`config.mk`:
```
export PLATFORM = sky130hd
export DESIGN_NAME = gpio_irq_unit
export DESIGN_NICKNAME = d
export VERILOG_FILES = /design/src/rtl/gpio_irq_pkg.sv /design/src/rtl/gpio_irq_ctrl.sv /design/src/rtl/gpio_irq_datapath.sv /design/src/rtl/gpio_irq_unit.sv
export SDC_FILE = /design/constraint.sdc
export NUM_CORES = 1
export LEC_CHECK = 0
export ABC_AREA = 1
export ABC_CLOCK_PERIOD_IN_PS = 1430
export BUFFER_PORTS_ARGS = -buffer_cell sky130_fd_sc_hd__clkbuf_2
export CAP_MARGIN = 30
export CORE_ASPECT_RATIO = 0.6
export CORE_MARGIN = 3
export CORE_UTILIZATION = 42
export DETAILED_ROUTE_END_ITERATION = 8
export PLACE_DENSITY = 0.64
export SYNTH_ARGS = -nofsm -noshare
export SYNTH_HDL_FRONTEND = slang
export SYNTH_SLANG_ARGS = --single-unit
export TNS_END_PERCENT = 30
```
`constraint.sdc`:
```
create_clock -name clk -period 1.43 [get_ports clk]
set_input_delay 0.0715 -clock clk [delete_from_list [all_inputs] [get_ports clk]]
set_output_delay 0.0715 -clock clk [all_outputs]
set_load 0.02 [all_outputs]
```
`src/rtl/gpio_irq_pkg.sv`:
```
package gpio_irq_pkg;
  localparam int ADDR_W = 8;

  localparam logic [ADDR_W-1:0] OFF_STATUS = 8'h08;
  localparam logic [ADDR_W-1:0] OFF_ENABLE = 8'h0C;
  localparam logic [ADDR_W-1:0] OFF_TRIG   = 8'h10;
  localparam logic [ADDR_W-1:0] OFF_LEVEL  = 8'h14;
  localparam logic [ADDR_W-1:0] OFF_HOLD   = 8'h18;
  localparam logic [ADDR_W-1:0] OFF_FALL   = 8'h20;
  localparam logic [ADDR_W-1:0] OFF_RISE   = 8'h24;

  typedef enum logic [2:0] {
    KIND_NONE, KIND_STATUS, KIND_ENABLE, KIND_TRIG,
    KIND_LEVEL, KIND_HOLD, KIND_FALL, KIND_RISE
  } regKindT;

  // Strobes from the decoder to the datapath; index = register half
  typedef struct packed {
    logic [1:0] wrStatus;
    logic [1:0] wrEnable;
    logic [1:0] wrTrig;
    logic [1:0] wrLevel;
    logic [1:0] wrHold;
    logic [1:0] wrFall;
    logic [1:0] wrRise;
    regKindT    rdKind;
    logic       rdHalf;
  } ctrlStrobeT;
endpackage

```
`src/rtl/gpio_irq_ctrl.sv`:
```
module gpio_irq_ctrl
  import gpio_irq_pkg::*;
(
  input  logic              clk,
  input  logic              rstN,
  input  logic [ADDR_W-1:0] busAddr,
  input  logic              busWrEn,
  output ctrlStrobeT        strobe
);
  logic [ADDR_W-1:0] baseAddr;
  logic              half;
  regKindT           kind;

  assign baseAddr = {busAddr[ADDR_W-1:2], 2'b00};
  assign half     = busAddr[1];

  always_comb begin
    kind = KIND_NONE;
    if (!busAddr[0]) begin
      case (baseAddr)
        OFF_STATUS: kind = KIND_STATUS;
        OFF_ENABLE: kind = KIND_ENABLE;
        OFF_TRIG:   kind = KIND_TRIG;
        OFF_LEVEL:  kind = KIND_LEVEL;
        OFF_HOLD:   kind = KIND_HOLD;
        OFF_FALL:   kind = KIND_FALL;
        OFF_RISE:   kind = KIND_RISE;
        default:    kind = KIND_NONE;
      endcase
    end
  end

  always_comb begin
    strobe        = '0;
    strobe.rdKind = kind;
    strobe.rdHalf = half;
    if (busWrEn) begin
      case (kind)
        KIND_STATUS: strobe.wrStatus[half] = 1'b1;
        KIND_ENABLE: strobe.wrEnable[half] = 1'b1;
        KIND_TRIG:   strobe.wrTrig[half]   = 1'b1;
        KIND_LEVEL:  strobe.wrLevel[half]  = 1'b1;
        KIND_HOLD:   strobe.wrHold[half]   = 1'b1;
        KIND_FALL:   strobe.wrFall[half]   = 1'b1;
        KIND_RISE:   strobe.wrRise[half]   = 1'b1;
        default: ;
      endcase
    end
  end

  // at most one register half is written per bus cycle
  assert_one_write_strobe_R2: assert property (@(posedge clk) disable iff (!rstN)
    $onehot0({strobe.wrStatus, strobe.wrEnable, strobe.wrTrig, strobe.wrLevel,
              strobe.wrHold, strobe.wrFall, strobe.wrRise}));

  // a write to a decoded offset produces a strobe
  assert_write_decoded_R2: assert property (@(posedge clk) disable iff (!rstN)
    (busWrEn && kind != KIND_NONE) |->
      ($countones({strobe.wrStatus, strobe.wrEnable, strobe.wrTrig, strobe.wrLevel,
                   strobe.wrHold, strobe.wrFall, strobe.wrRise}) == 1));
endmodule

```
`src/rtl/gpio_irq_datapath.sv`:
```
module gpio_irq_datapath
  import gpio_irq_pkg::*;
#(
  parameter int DATA_W = 16
) (
  input  logic                            clk,
  input  logic                            rstN,
  input  logic [2*DATA_W-1:0]             pinIn,
  input  ctrlStrobeT                      strobe,
  input  logic [DATA_W-1:0]               wrData,
  output logic [DATA_W-1:0]               rdData,
  output logic                            irqOut,
  output logic                            pendValid,
  output logic [$clog2(2*DATA_W)-1:0]     pendPin
);
  localparam int NPINS      = 2 * DATA_W;
  localparam int HALF_IDX_W = $clog2(DATA_W);

  logic [NPINS-1:0] syncA, syncB, syncPrev;
  logic [NPINS-1:0] enReg, trigReg, levelReg, holdReg, fallReg, riseReg;
  logic [NPINS-1:0] statusReg, statusNext;
  logic [NPINS-1:0] act, riseSeen, fallSeen, evt, w1cMask, pending;
  logic [NPINS-1:0] holdEdge, liveEdge;

  // Two-flop synchroniser plus one stage of history for edge compare
  always_ff @(posedge clk or negedge rstN) begin
    if (!rstN) begin
      syncA    <= '0;
      syncB    <= '0;
      syncPrev <= '0;
    end else begin
      syncA    <= pinIn;
      syncB    <= syncA;
      syncPrev <= syncB;
    end
  end

  assign act      = ~(syncB ^ levelReg);
  assign riseSeen = syncB & ~syncPrev;
  assign fallSeen = ~syncB & syncPrev;
  assign evt      = (riseSeen & riseReg) | (fallSeen & fallReg);

  // Configuration registers, one 16-bit half per strobe bit
  always_ff @(posedge clk or negedge rstN) begin
    if (!rstN) begin
      enReg    <= '0;
      trigReg  <= '0;
      levelReg <= '0;
      holdReg  <= '0;
      fallReg  <= '0;
      riseReg  <= '0;
    end else begin
      for (int h = 0; h < 2; h++) begin
        if (strobe.wrEnable[h]) enReg[h*DATA_W +: DATA_W]    <= wrData;
        if (strobe.wrTrig[h])   trigReg[h*DATA_W +: DATA_W]  <= wrData;
        if (strobe.wrLevel[h])  levelReg[h*DATA_W +: DATA_W] <= wrData;
        if (strobe.wrHold[h])   holdReg[h*DATA_W +: DATA_W]  <= wrData;
        if (strobe.wrFall[h])   fallReg[h*DATA_W +: DATA_W]  <= wrData;
        if (strobe.wrRise[h])   riseReg[h*DATA_W +: DATA_W]  <= wrData;
      end
    end
  end

  genvar gh;
  generate
    for (gh = 0; gh < 2; gh++) begin : g_w1c
      assign w1cMask[gh*DATA_W +: DATA_W] = strobe.wrStatus[gh] ? wrData : '0;
    end
  endgenerate

  assign holdEdge = trigReg & holdReg;
  assign liveEdge = trigReg & ~holdReg;

  // A new event overrides a clear in the same cycle
  assign statusNext = (holdEdge & (evt | (statusReg & ~w1cMask)))
                    | (liveEdge & evt)
                    | (~trigReg & act);

  always_ff @(posedge clk or negedge rstN) begin
    if (!rstN) statusReg <= '0;
    else       statusReg <= statusNext;
  end

  assign pending = statusReg & enReg;

  // Per-half lowest-set search; the lower half always wins
  logic [1:0][HALF_IDX_W-1:0] halfIdx;
  logic [1:0]                 halfAny;

  always_comb begin
    for (int h = 0; h < 2; h++) begin
      halfIdx[h] = '0;
      halfAny[h] = |pending[h*DATA_W +: DATA_W];
      for (int i = DATA_W - 1; i >= 0; i--) begin
        if (pending[h*DATA_W + i]) halfIdx[h] = HALF_IDX_W'(i);
      end
    end
  end

  assign pendValid = |halfAny;
  assign pendPin   = halfAny[0] ? {1'b0, halfIdx[0]} :
                     halfAny[1] ? {1'b1, halfIdx[1]} : '0;

  always_ff @(posedge clk or negedge rstN) begin
    if (!rstN) irqOut <= 1'b0;
    else       irqOut <= |pending;
  end

  // Read mux
  logic [NPINS-1:0] rdFull;
  always_comb begin
    case (strobe.rdKind)
      KIND_STATUS: rdFull = statusReg;
      KIND_ENABLE: rdFull = enReg;
      KIND_TRIG:   rdFull = trigReg;
      KIND_LEVEL:  rdFull = levelReg;
      KIND_HOLD:   rdFull = holdReg;
      KIND_FALL:   rdFull = fallReg;
      KIND_RISE:   rdFull = riseReg;
      default:     rdFull = '0;
    endcase
  end
  assign rdData = strobe.rdHalf ? rdFull[NPINS-1:DATA_W] : rdFull[DATA_W-1:0];

  // an unopposed clear of a held edge bit takes effect
  assert_w1c_clears_R3: assert property (@(posedge clk) disable iff (!rstN)
    1'b1 |=> ((statusReg & $past(w1cMask & holdEdge & ~evt)) == '0));

  // level-mode bits track the qualified input
  assert_level_follows_R4: assert property (@(posedge clk) disable iff (!rstN)
    1'b1 |=> ((statusReg & ~$past(trigReg)) == $past(act & ~trigReg)));

  // live edge bits never persist without a fresh event
  assert_live_edge_pulse_R6: assert property (@(posedge clk) disable iff (!rstN)
    1'b1 |=> ((statusReg & $past(liveEdge & ~evt)) == '0));

  // the reported pin is really pending
  assert_pin_is_pending_R7: assert property (@(posedge clk) disable iff (!rstN)
    pendValid |-> pending[pendPin]);

  // nothing pending gives no valid pin
  assert_spurious_idle_R8: assert property (@(posedge clk) disable iff (!rstN)
    (pending == '0) |-> (!pendValid && pendPin == '0));

  // combined line lags the pending set by one clock
  assert_irq_registered_R9: assert property (@(posedge clk) disable iff (!rstN)
    1'b1 |=> (irqOut == $past(pendValid)));

  // a held event survives a clear in the same cycle
  assert_event_beats_clear_R11: assert property (@(posedge clk) disable iff (!rstN)
    1'b1 |=> ((statusReg & $past(evt & holdEdge)) == $past(evt & holdEdge)));
endmodule

```
`src/rtl/gpio_irq_unit.sv`:
```
module gpio_irq_unit
  import gpio_irq_pkg::*;
#(
  parameter int DATA_W = 16
) (
  input  logic                        clk,
  input  logic                        rstN,
  input  logic [2*DATA_W-1:0]         pinIn,
  input  logic [ADDR_W-1:0]           busAddr,
  input  logic                        busWrEn,
  input  logic [DATA_W-1:0]           busWrData,
  output logic [DATA_W-1:0]           busRdData,
  output logic                        irqOut,
  output logic                        pendValid,
  output logic [$clog2(2*DATA_W)-1:0] pendPin
);
  ctrlStrobeT strobe;

  gpio_irq_ctrl ctrl_i (
    .clk     (clk),
    .rstN    (rstN),
    .busAddr (busAddr),
    .busWrEn (busWrEn),
    .strobe  (strobe)
  );

  gpio_irq_datapath #(.DATA_W(DATA_W)) dp_i (
    .clk       (clk),
    .rstN      (rstN),
    .pinIn     (pinIn),
    .strobe    (strobe),
    .wrData    (busWrData),
    .rdData    (busRdData),
    .irqOut    (irqOut),
    .pendValid (pendValid),
    .pendPin   (pendPin)
  );
endmodule

```
# Word level (Yosys, flattened, before mapping)
# Index checks and enable logic that the tools add are counted.
[word_totals]
regBits = 321
out_inout_bits = 23
wordCells = 109
[classes]
n_lt_le_gt_ge = 2
n_eq_ne = 14
n_mux = 50
bitwise = 22
n_reduce_logical = 4
[op_table]
columns = ["operator", "n"]
rows = [
  ["bitwise AND 32 bit", 11],
  ["case mux 32 bit (7 select lines)", 1],
  ["NOT 32 bit", 6],
  ["2-to-1 mux 4 bit", 32],
  ["bitwise OR 32 bit", 4],
  ["2-to-1 mux 16 bit", 3],
  ["OR reduction 16 bit", 2],
  ["OR reduction 32 bit", 1],
  ["bitwise XOR 32 bit", 1],
  ["case mux 3 bit (7 select lines)", 1],
  ["== test 6 x 3 -> 1 bit, second input constant", 3],
  ["2-to-1 mux 14 bit", 1],
  ["2-to-1 mux 2 bit", 7],
  ["== test 3 bit, second input constant", 4],
  ["== test 6 x 2 -> 1 bit, second input constant", 2],
  ["== test 6 x 4 -> 1 bit, second input constant", 2],
  ["2-to-1 mux 5 bit", 2],
  ["== test 3 x 2 -> 1 bit, second input constant", 2],
  ["== test 3 x 1 -> 1 bit, second input constant", 1],
  ["2-to-1 mux 3 bit", 1],
  ["< comparator 1 x 2 -> 1 bit, second input constant", 1],
  ["demux 1 bit (select 1 bit)", 1],
  ["greater-or-equal comparator 1 bit, second input constant", 1],
  ["logical AND 1 bit", 1],
  ["2-to-1 mux 1 bit", 1],
]

# Depth between registers and ports, before layout
# Gate-level depths: netlist of the first run.
[depth]
depth_word = 19
depth_mapped = 18

# By module
# A second synthesis of the first run with hierarchy kept.
[unflattened]
hier_cells = 1560
area_unflattened_um2 = 14388.8
[modules_own_cells]
columns = ["mod", "instances", "cells_each", "area_per_inst_um2", "seq_area_each_um2"]
rows = [
  ["gpio_irq_datapath", 1, 1493, 14026.0, 8032.7],
  ["gpio_irq_ctrl", 1, 67, 362.8, 0.0],
]

# Worst setup path after synthesis of the first run
# OpenSTA, ideal clock, no wires.
[synth_path]
kind = "register to output"
from = "register dp_i.enReg[7]"
to = "output port pendPin[1]"
t_arrival_ps = 2010
required_time_ps = 1359
path_slack_ps = -652
stages_incl_launch_ff = 8
n_path_buf = 0
cell_sequence = "dfrtp_1 -> nand2_1 -> nand2_1 -> nor2_1 -> nand4_1 -> nor3_1 -> o21ai_0 -> o21ai_0"
[synth_between]
elab_chain_cells = 10
elab_cells_between_ends = 11
cone_classes = "9 x mux; 1 x bitwise; 1 x reduce/logical"
[synth_lines]
columns = ["element", "line_no", "text"]
rows = [
  ["from (decl)", "gpio_irq_datapath.sv:20", "logic [NPINS-1:0] enReg, trigReg, levelReg, holdReg, fallReg, riseReg;"],
  ["from (signal, indexed assignment)", "gpio_irq_datapath.sv:54", "if (strobe.wrEnable[h]) enReg[h*DATA_W +: DATA_W] <= wrData;"],
  ["bitwise AND 32 bit *", "gpio_irq_datapath.sv:84", "assign pending = statusReg & enReg;"],
  ["2-to-1 mux 4 bit (8 in series)", "gpio_irq_datapath.sv:95", "if (pending[h*DATA_W + i]) halfIdx[h] = HALF_IDX_W'(i);"],
  ["2-to-1 mux 5 bit *", "gpio_irq_datapath.sv:101", "assign pendPin = halfAny[0] ? {1'b0, halfIdx[0]} :"],
  ["to (decl)", "gpio_irq_unit.sv:15", "output logic [$clog2(2*DATA_W)-1:0] pendPin"],
]
# Every way passes the cells marked *; elsewhere a longest branch is shown, timed or not.

# Final worst setup path of the first run
[layout_path]
from = "register dp_i.statusReg[31]"
to = "output port pendPin[0]"
[layout_between]
elab_chain_cells = 19
elab_cells_between_ends = 20
cone_classes = "18 x mux; 1 x bitwise; 1 x reduce/logical"
[layout_lines]
columns = ["element", "line_no", "text"]
rows = [
  ["from (decl)", "gpio_irq_datapath.sv:21", "logic [NPINS-1:0] statusReg, statusNext;"],
  ["from (signal assigned)", "gpio_irq_datapath.sv:81", "else statusReg <= statusNext;"],
  ["bitwise AND 32 bit *", "gpio_irq_datapath.sv:84", ""],
  ["2-to-1 mux 4 bit (16 in series)", "gpio_irq_datapath.sv:95", ""],
  ["2-to-1 mux 5 bit *", "gpio_irq_datapath.sv:102", "halfAny[1] ? {1'b1, halfIdx[1]} : '0;"],
  ["2-to-1 mux 5 bit *", "gpio_irq_datapath.sv:101", ""],
]
# Marked as above.

==> reports/qor.yml, run 1 <==
tritoncts: "yes"
totalPowerFinal_mw: 23.49
vias_per_cell: 5.321
slew_headroom_pct: 55.32
core_area_um2: 32860
first_iter_violations: 1263
ioPinCount: 82
drive_gt1_share_pct: 27.66
globalplace.congestion: 0.8785
ys_types: 31
wire_per_inst_um: 19.29
synth_nets: 1758
area_growth_pct: 40.21
slew_viol_final: 0
hp-start: "busWrData[10]"
final_hold_viol_count: 0
final_cell_mix: "nand2_1, dfrtp_1, buf_4"
layout_commonest_cell: "nand2_1"
reg2reg_from: "dp_i.statusReg[5]$_DFF_PN0_"
cp.required_ns: 1.36
synth_area_um2: 14180
power_density_nw_per_um2: 1181
crit_fanout: 2
crit_path_end: "pendPin[0]"
overflow: 0
fin_crit_ns: 2.332
clkLatencyLatePin_ns: 0.58
timing.final.ws_setup_ns: -0.9018
leakagePower_nw: 9.533
fmax_ghz: 0.4288
antenna_found_initial: 1
avgSynthCellArea_um2: 8.347
die_w_um: 243.2
h-tree-depth: 1
clk_path_buf_depth: 3
start_util_pct: 43.16
r2r_cells: 14
tns_ns: -17.83
path_clk_slew_ns: 0.07
first_pass_iters: 7
dp_hpwl_um: 28960
layout.nets: 2049
grt_pass1_vias: 12449
die_h_um: 148.3
routed_wl_um: 47520
r2r_slack_ns: -0.63
dieArea_um2: 36080
rsz0062_at_grt: "yes"
max-vdd-ir-drop_v: 0.0009792
synth_area_leaders: "dfrtp_1, nand2_1, o21ai_1"
worst_pin_slew_ns: 0.6695
critPathArrivalTime_ns: 2.26
portBuffers: 81
rows: 51
grt_max_degree: 45
synth.ff_latch_count: 321
drc_errors: 0
cts.sinks: 321
crit_path_start_kind: "flip-flop"
antenna-diode-count: 0
r2r_end: "dp_i.irqOut$_DFF_PN0_"
endpoint_kind: "output pin"
dp_slack_ns: -0.7125
grt_util_all_layers_pct: 25.33
hold_slack_ns: 0.02859
crit_start: "dp_i.statusReg[31]$_DFF_PN0_"
cts_buffers: 31
yosysSeqAreaShare_pct: 56.64
finalCritPeriodShare_pct: 163.1
final_antenna_net_count: 0
setup_viol: 81
hold_path_class: "input port to flip-flop"
final.setup_skew_ns: 0.01185
synth_top_area_share_pct: 56.64
vias: 13111
grt_pass1_wl_um: 71280
critical_path_class: "flip-flop to output pin"
cts-root-buf: "clkbuf_16"
failed_checks: "setup timing"
synth_area_leader_cell: "dfrtp_1"
status: "complete, but fails checks"
drv_cap: 0
synth_warnings: 0
synth_cells: 1699
[power breakdown]
| part | switching (mW) | leakage, nW | internal [mW] |
|---|---|---|---|
| clock | 3.60 | 0.562 | 5.45 |
| sequential | 0.487 | 4.15 | 9.69 |
| combinational | 2.17 | 4.83 | 2.10 |
[critical path, cell delays in order (launching register included)]
cell and delay [ns]:
dfrtp_1 0.41, nand2_2 0.12, inv_2 0.04, nand2_2 0.04
nand2_1 0.04, nand2_1 0.07, nand2_1 0.05, nand2_1 0.06
nand2_1 0.04, nand2_1 0.07, nand2_1 0.06, nand2_1 0.05
nand2_1 0.04, nand2_1 0.06, nand2_1 0.05, nand2_1 0.07
nand2_2 0.07, nand2_4 0.10, nand2_4 0.08, buf_8 0.13
[area by class of cell]
type	instances	area, µm²
Fill cell	2734	12980
Sequential cell	321	8033
Multi-Input combinational cell	1197	6211
Timing Repair Buffer	340	3528
Clock buffer	45	938.4
Tap cell	450	563.0
Inverter	99	414.1
Clock inverter	12	197.7
[kinds of logic (layout without fill, tap and decap cells)]
| kind of cell | after synthesis | count (layout) | share of synthesized area, % |
|---|---|---|---|
| buffers and inverters | 181 | 496 | 5.152 |
| flip-flops | 321 | 321 | 56.64 |
| XOR/XNOR | 32 | 32 | 1.976 |
| AND/OR/NAND/NOR | 832 | 832 | 23.23 |
| AO/OA/AOI/OAI | 333 | 333 | 13.00 |
[cells in the mapped netlist]
master and number:
nand3_1 37, o21bai_1 2, o22a_1 30, a311oi_1 2, dfrtp_1 321, nand2_1 629
and3_1 1, nor3_4 1, a21oi_1 33, and2_1 1, nor2_1 114, a22oi_1 2
inv_1 95, buf_2 29, xor2_1 2, clkbuf_1 46, o21ai_2 1, o31ai_1 1
nand4_1 5, o21ai_0 111, nand2_2 3, xnor2_1 30, a31oi_1 33, nor2_2 2
inv_2 4, buf_4 4, o21ai_1 118, nand3_2 3, buf_1 3, nor3_1 33
nor2_4 3
[worst min-delay path by stage]
stage | to | slack [ns] | depth (start not counted)
6_report | dp_i.enReg[26]$_DFFE_PN0P_ | 0.03 | 3
5_1_grt | dp_i.riseReg[16]$_DFFE_PN0P_ | 0.05 | 3
4_1_cts | dp_i.enReg[26]$_DFFE_PN0P_ | 0.003 | 3
3_5_place_dp | dp_i.syncPrev[18]$_DFF_PN0_ | 0.008 | 1
3_3_place_gp | dp_i.syncPrev[18]$_DFF_PN0_ | 0.009 | 1
2_1_floorplan | dp_i.enReg[0]$_DFFE_PN0P_ | -0.22 | 0
[per-layer routing]
layer  track usage [%]  vias to the layer above  share of wire, %
li1                  -                     6082                 -
met1             37.38                     6369                45
met2             37.65                      537                42
met3             5.964                      123               9.3
met4             6.623                        0               3.3
met5                 0                        -                 0
[registers in the layout, indices dropped and copies added (netlist names)]
| register | flops |
|---|---|
| dp_i.holdReg | 32 |
| dp_i.statusReg | 32 |
| dp_i.fallReg | 32 |
| dp_i.syncA | 32 |
| dp_i.irqOut | 1 |
| dp_i.enReg | 32 |
| dp_i.riseReg | 32 |
| dp_i.syncB | 32 |
| dp_i.trigReg | 32 |
| dp_i.syncPrev | 32 |
| dp_i.levelReg | 32 |
[per-stage QoR]
stage          instance area (µm²)  std cells  util (%)
2_1_floorplan                14340       1699         -
3_3_place_gp                 16510       2314     50.23
3_5_place_dp                 16510       2314     50.23
4_1_cts                      19270       2454     58.64
5_1_grt                      19890       2464     60.51
6_report                     19890       2464     60.51
[timing repair]
item,4_1_cts,5_1_grt
gates resized for setup,173,188
cloned,8,7
buffers inserted,32,13
pin swaps,74,83
hold buffers,45,0
endpoints found under the hold margin,425,0
setup endpoints to repair,57,156
(Power assumes the default switching activity.)
==> run 2: changes to the inputs <==
--- a/config.mk
+++ b/config.mk
@@ -9,11 +9,14 @@
 export ABC_CLOCK_PERIOD_IN_PS = 1430
 export BUFFER_PORTS_ARGS = -buffer_cell sky130_fd_sc_hd__clkbuf_2
 export CAP_MARGIN = 30
+export CELL_PAD_IN_SITES_DETAIL_PLACEMENT = 0
+export CELL_PAD_IN_SITES_GLOBAL_PLACEMENT = 1
 export CORE_ASPECT_RATIO = 0.6
 export CORE_MARGIN = 3
 export CORE_UTILIZATION = 42
+export CTS_BUF_LIST = sky130_fd_sc_hd__clkbuf_8
 export DETAILED_ROUTE_END_ITERATION = 8
-export PLACE_DENSITY = 0.64
+export PLACE_DENSITY = 0.79
 export SYNTH_ARGS = -nofsm -noshare
 export SYNTH_HDL_FRONTEND = slang
 export SYNTH_SLANG_ARGS = --single-unit
==> reports/qor.yml, run 2 (same netlist as run 1, synthesis figures left out) <==
status: "complete, but fails checks"  # unchanged
failed_checks: "setup timing"  # unchanged
overflow: 0  # unchanged
grt_pass1_vias: 12081  # was 12449
cts.sinks: 321  # unchanged
setup_viol: 55  # was 81
final_antenna_net_count: 0  # unchanged
dp_cells: 2318  # was 2314
slew_viol_final: 0  # unchanged
h-tree-depth: 2  # was 1
switching_power_mw: 6.337  # was 6.258 mW
drc_errors: 0  # unchanged
drv_cap: 0  # unchanged
antenna-diode-count: 0  # unchanged
portBuffers: 81  # unchanged
die_w_um: 243.2  # unchanged
antenna_found_initial: 1  # unchanged
critPathArrivalTime_ns: 2.35  # was 2.26 ns
rsz0062_at_grt: "yes"  # unchanged
vias_per_cell: 5.159  # was 5.321
critical_path_class: "flip-flop to output pin"  # unchanged
max-vdd-ir-drop_v: 0.0006589  # was 0.0009792 V
clk_path_buf_depth: 3  # unchanged
layout_commonest_cell: "nand2_1"  # unchanged
crit_fanout: 2  # unchanged
worst_pin_slew_ns: 0.5762  # was 0.6695 ns
cts_buffers: 50  # was 31
leakagePower_nw: 9.163  # was 9.533 nW
r2r_cells: 7  # was 14
final_cell_mix: "nand2_1, dfrtp_1, buf_4"  # unchanged
first_pass_iters: 5  # was 7
reg2reg_from: "dp_i.statusReg[2]$_DFF_PN0_"  # was dp_i.statusReg[5]$_DFF_PN0_
routed_wl_um: 46810  # was 47520 µm
cts-root-buf: "clkbuf_8"  # was clkbuf_16
grt_max_degree: 51  # was 45
final.setup_skew_ns: 0.03086  # was 0.01185 ns
wire_per_inst_um: 18.85  # was 19.29 µm
dp_hpwl_um: 29350  # was 28960 µm
holdPathStages: 3  # unchanged
fmax_ghz: 0.4129  # was 0.4288 GHz
crit_path_start_kind: "flip-flop"  # unchanged
ioPinCount: 82  # unchanged
hold_path_class: "input port to flip-flop"  # unchanged
hp-start: "busWrData[13]"  # was busWrData[10]
cp.required_ns: 1.36  # about the same
fin_crit_ns: 2.422  # was 2.332 ns
grt_pass1_wl_um: 70570  # was 71280 µm
r2r_end: "dp_i.irqOut$_DFF_PN0_"  # unchanged
layout.nets: 2054  # was 2049
cp_slowest_stage_delay_ns: 0.41  # about the same
path_clk_slew_ns: 0.07  # about the same
crit_slowest_cell: "dfrtp_1"  # unchanged
dieArea_um2: 36080  # unchanged
min_to: "dp_i.holdReg[29]$_DFFE_PN0P_"  # was dp_i.enReg[26]$_DFFE_PN0P_
switching_share_pct: 29.11  # was 26.64%
dp_slack_ns: -0.7075  # was -0.7125 ns
p_int_mw: 15.43  # was 17.24 mW
clkLatencyLatePin_ns: 0.62  # was 0.58 ns
endpoint_kind: "output pin"  # unchanged
first_iter_violations: 1385  # was 1263
slew_headroom_pct: 61.54  # was 55.32%
grt_util_all_layers_pct: 25.33  # about the same
power_frac_clock_pct: 35.1  # was 38.5%
tns_ns: -20.09  # was -17.83 ns
core_area_um2: 32860  # unchanged
final_hold_viol_count: 0  # unchanged
p_seq_share_pct: 46.8  # was 43.3%
area_growth_pct: 34.63  # was 40.21%
n_fill_cell: 2893  # was 2734
start_util_pct: 43.16  # unchanged
die_h_um: 148.3  # unchanged
timing.final.ws_setup_ns: -0.9920  # was -0.9018 ns
layout.cells.non_filler: 2483  # was 2464
tritoncts: "yes"  # unchanged
crit_chain: "nand2_1 -> nand2_1 -> inv_1 -> nand4_1 -> nor3_4 -> and2_4 -> nand2_4 -> nand2_4 -> buf_8"  # was nand2_2 -> inv_2 -> nand2_2 -> nand2_1 -> nand2_1 -> nand2_1 -> nand2_1 -> nand2_1 -> nand2_1 -> nand2_1 -> nand2_1 -> nand2_1 -> nand2_1 -> nand2_1 -> nand2_1 -> nand2_2 -> nand2_4 -> nand2_4 -> buf_8
drive_gt1_share_pct: 24.35  # was 27.66%
combPwrFrac_pct: 18.1  # was 18.2%
globalplace.congestion: 0.8765  # was 0.8785
r2r_slack_ns: -0.13  # was -0.63 ns
finalCritPeriodShare_pct: 169.4  # was 163.1%
rows: 51  # unchanged
power_density_nw_per_um2: 1140  # was 1181 nW/µm²
vias: 12811  # was 13111
[run 2: cell types whose count changed in the layout (fill, tap and decap cells not counted), moves of 8 or more]
| cell | change |
|---|---|
| clkbuf_8 | +51 |
| nand2_1 | +44 |
| clkbuf_16 | -34 |
| nand2_2 | -34 |
| inv_1 | +22 |
| buf_6 | -17 |
| o21ai_0 | +17 |
| buf_4 | +12 |
| nand2_4 | -9 |
| o21ai_2 | -9 |
| buf_12 | -8 |
| o21ai_1 | -8 |
[run 2: power by group through the flow]
stage | clock (mW) | combinational, mW | sequential, mW
2_1_floorplan | 0 | 1.41 | 10.2
3_3_place_gp | 0 | 3.04 | 10.3
3_5_place_dp | 0 | 3.08 | 10.3
4_1_cts | 7.84 | 3.60 | 10.2
5_1_grt | 8.25 | 4.25 | 10.2
6_report | 7.65 | 3.94 | 10.2
[run 2: final cells by class]
cell class / instances / area [µm²] / area share [%]
clock buffers: 61 / 839.6 / 4.397
well taps: 450 / 563.0 / 2.949
flip-flops and latches: 321 / 8033 / 42.07
repair buffers: 326 / 3153 / 16.51
inverters: 99 / 406.6 / 2.130
clock inverters: 29 / 130.1 / 0.6815
multi-input cells: 1197 / 5968 / 31.26
[run 2: per-layer routing]
layer | global-route usage [%] | vias up | wire length [µm]
met1 | 40.04 | 6150 | 22560
met2 | 34.98 | 499 | 19380
met3 | 5.369 | 68 | 3937
met4 | 6.444 | 2 | 869
met5 | 0 | - | 57
li1 | - | 6092 | -
[run 2: repair_timing]
action,in CTS,in global routing
endpoints found under the setup margin,25,49
hold buffers,50,0
hold endpoints to repair,495,0
gates cloned,2,7
buffers inserted,10,14
pin swaps,29,72
gates resized for setup,87,140
[run 2: how the worst max path moves through the flow]
stage	startpoint	endpoint	slack, ns
CTS	dp_i.statusReg[5]$_DFF_PN0_	pendPin[1]	-1.04
detailed placement	busAddr[7]	busRdData[5]	-0.71
global route	dp_i.statusReg[5]$_DFF_PN0_	pendPin[1]	-1.08
floorplan	dp_i.enReg[9]$_DFFE_PN0P_	pendPin[1]	-0.1
finish	dp_i.statusReg[2]$_DFF_PN0_	pendPin[0]	-0.99
global placement	busAddr[7]	busRdData[5]	-0.70
[run 2: stage by stage]
stage	instance area, µm²	util (%)	total power, mW	hold WS [ns]
after floorplan	14340	-	11.65	-0.2241
after global placement	16510	50.25	13.34	0.04687
after detailed placement	16510	50.25	13.39	0.04688
after CTS	18500	56.28	21.60	0.02967
after global routing	19090	58.10	22.74	0.06524
final	19090	58.10	21.77	0.07798
[run 2: critical path: cells and delay by family (launching register included)]
kind	cells	cell delay [ns]
buffers and inverters	2	0.19
DFF	1	0.41
and+or+nand+nor	7	1.13
==> run 3: changes to the inputs <==
--- a/config.mk
+++ b/config.mk
@@ -14,7 +14,8 @@
 export CORE_ASPECT_RATIO = 0.6
 export CORE_MARGIN = 3
 export CORE_UTILIZATION = 42
-export CTS_BUF_LIST = sky130_fd_sc_hd__clkbuf_8
+export CTS_BUF_LIST = sky130_fd_sc_hd__clkbuf_8 sky130_fd_sc_hd__clkbuf_16
+export CTS_CLUSTER_DIAMETER = 100
 export DETAILED_ROUTE_END_ITERATION = 8
 export PLACE_DENSITY = 0.79
 export SYNTH_ARGS = -nofsm -noshare
==> reports/qor.yml, run 3 (same netlist as run 1, synthesis figures left out) <==
endpoint_kind: "output pin"  # unchanged
ioPinCount: 82  # unchanged
max-vdd-ir-drop_v: 0.0009671  # was 0.0006589 V
cp.required_ns: 1.36  # about the same
tritoncts: "yes"  # unchanged
crit_fanout: 2  # unchanged
cts-root-buf: "clkbuf_16"  # was clkbuf_8
worst_pin_slew_ns: 0.6114  # was 0.5762 ns
dieArea_um2: 36080  # unchanged
timing.final.ws_setup_ns: -0.9593  # was -0.9920 ns
grt_max_degree: 51  # unchanged
grt_pass1_wl_um: 71760  # was 70570 µm
globalplace.congestion: 0.8765  # unchanged
final_core_util_pct: 60.25  # was 58.10%
final_antenna_net_count: 0  # unchanged
status: "complete, but fails checks"  # unchanged
portBuffers: 81  # unchanged
antenna_found_initial: 2  # was 1
grt_util_all_layers_pct: 25.72  # was 25.33%
crit_path_start_kind: "flip-flop"  # unchanged
final_hold_viol_count: 0  # unchanged
routed_wl_um: 47870  # was 46810 µm
h-tree-depth: 1  # was 2
leakagePower_nw: 9.547  # was 9.163 nW
hold_slack_ns: 0.03131  # was 0.07798 ns
finalCritPeriodShare_pct: 167.1  # was 169.4%
rows: 51  # unchanged
hold_path_class: "input port to asynchronous set/reset pin"  # was input port to flip-flop
reg2reg_from: "dp_i.statusReg[4]$_DFF_PN0_"  # was dp_i.statusReg[2]$_DFF_PN0_
dp_hpwl_um: 29350  # unchanged
cts_buffers: 31  # was 50
final_cell_mix: "nand2_1, dfrtp_1, buf_4"  # unchanged
finalInstanceArea_um2: 19800  # was 19090 µm²
slew_headroom_pct: 59.20  # was 61.54%
path_clk_slew_ns: 0.07  # about the same
setup_viol: 113  # was 55
r2r_cells: 7  # unchanged
r2r_slack_ns: -0.14  # was -0.13 ns
overflow: 0  # unchanged
fin_crit_ns: 2.389  # was 2.422 ns
start_util_pct: 43.16  # unchanged
vias: 12856  # was 12811
vias_per_cell: 5.245  # was 5.159
die_w_um: 243.2  # unchanged
core_area_um2: 32860  # unchanged
dp_slack_ns: -0.7075  # unchanged
area_growth_pct: 39.61  # was 34.63%
clk_path_buf_depth: 3  # unchanged
layout.nets: 2040  # was 2054
drv_cap: 0  # unchanged
critical_path_class: "flip-flop to output pin"  # unchanged
clkLatencyLatePin_ns: 0.59  # was 0.62 ns
slew_viol_final: 0  # unchanged
power_density_nw_per_um2: 1136  # was 1140 nW/µm²
first_iter_violations: 1305  # was 1385
totalPowerFinal_mw: 22.49  # was 21.77 mW
final.setup_skew_ns: 0.01726  # was 0.03086 ns
drc_errors: 0  # unchanged
grt_pass1_vias: 12143  # was 12081
crit_start: "dp_i.statusReg[4]$_DFF_PN0_"  # was dp_i.statusReg[2]$_DFF_PN0_
layout_commonest_cell: "nand2_1"  # unchanged
crit_path_end: "pendPin[1]"  # was pendPin[0]
failed_checks: "setup timing"  # unchanged
layout.cells.non_filler: 2451  # was 2483
fmax_ghz: 0.4185  # was 0.4129 GHz
die_h_um: 148.3  # unchanged
rsz0062_at_grt: "yes"  # unchanged
antenna-diode-count: 0  # unchanged
critPathArrivalTime_ns: 2.32  # was 2.35 ns
cts.sinks: 321  # unchanged
first_pass_iters: 6  # was 5
dpl_cell_area_um2: 16510  # unchanged
tns_ns: -24.67  # was -20.09 ns
r2r_end: "dp_i.irqOut$_DFF_PN0_"  # unchanged
wire_per_inst_um: 19.53  # was 18.85 µm
drive_gt1_share_pct: 29.59  # was 24.35%
dp_cells: 2318  # unchanged
==> run 3: changes by cell type in the layout (fill, tap and decap cells not counted), sizes merged <==
cell,previous run,this run
buf,213,223
bufbuf,0,1
bufinv,0,3
clkbuf,125,103
dlygate4sd3,49,41
inv,119,103
==> run 3: how the worst min path moves through the flow <==
| stage | to | slack [ns] | start | cells past startpoint |
|---|---|---|---|---|
| after global placement | dp_i.trigReg[18]$_DFFE_PN0P_ | 0.05 | rstN | 1 |
| after floorplan | dp_i.enReg[0]$_DFFE_PN0P_ | -0.22 | rstN | 0 |
| after CTS | dp_i.riseReg[4]$_DFFE_PN0P_ | 0.004 | busWrData[4] | 4 |
| final | dp_i.enReg[21]$_DFFE_PN0P_ | 0.03 | rstN | 2 |
| after global routing | dp_i.riseReg[20]$_DFFE_PN0P_ | 0.03 | busWrData[4] | 4 |
| after detailed placement | dp_i.trigReg[18]$_DFFE_PN0P_ | 0.05 | rstN | 1 |
==> run 3: cell type report <==
type                    instances  area [µm²]
repair buffers                331        3412
well taps                     450       563.0
fillers                      2752       13060
clock buffers                  37       858.3
flip-flops and latches        321        8033
clock inverters                16       160.2
multi-input cells            1197        6357
inverters                      99       416.7
==> run 3: power by group <==
group	leakage [nW]	internal, mW	switching [mW]
logic	4.89	1.87	2.06
registers	4.15	9.69	0.480
clock network	0.516	4.77	3.62
total	9.55	16.3	6.15
==> run 3: worst max-delay path, cell delays in order (launching register included) <==
cell	delay, ns
dfrtp_1	0.43
nand2_2	0.12
nand2_4	0.07
nor2_4	0.11
nand4_1	0.24
nor3_4	0.28
buf_6	0.14
o21ai_2	0.05
o21ai_2	0.13
clkbuf_8	0.16
==> run 3: layer usage <==
layer / share of wire, % / track usage (%) / up-vias
met1: 47 / 39.91 / 6221
met3: 9.0 / 5.820 / 63
li1: - / - / 6066
met4: 2.1 / 5.161 / 0
met2: 42 / 36.81 / 506
met5: 0 / 0 / -
==> run 3: repair_timing <==
| action | 4_1_cts | 5_1_grt |
|---|---|---|
| setup buffers | 20 | 11 |
| endpoints found under the hold margin | 439 | 0 |
| hold buffers | 41 | 0 |
| setup endpoints to repair | 40 | 209 |
| resized for setup | 121 | 275 |
| pin swaps | 37 | 83 |
| cloned | 10 | 7 |
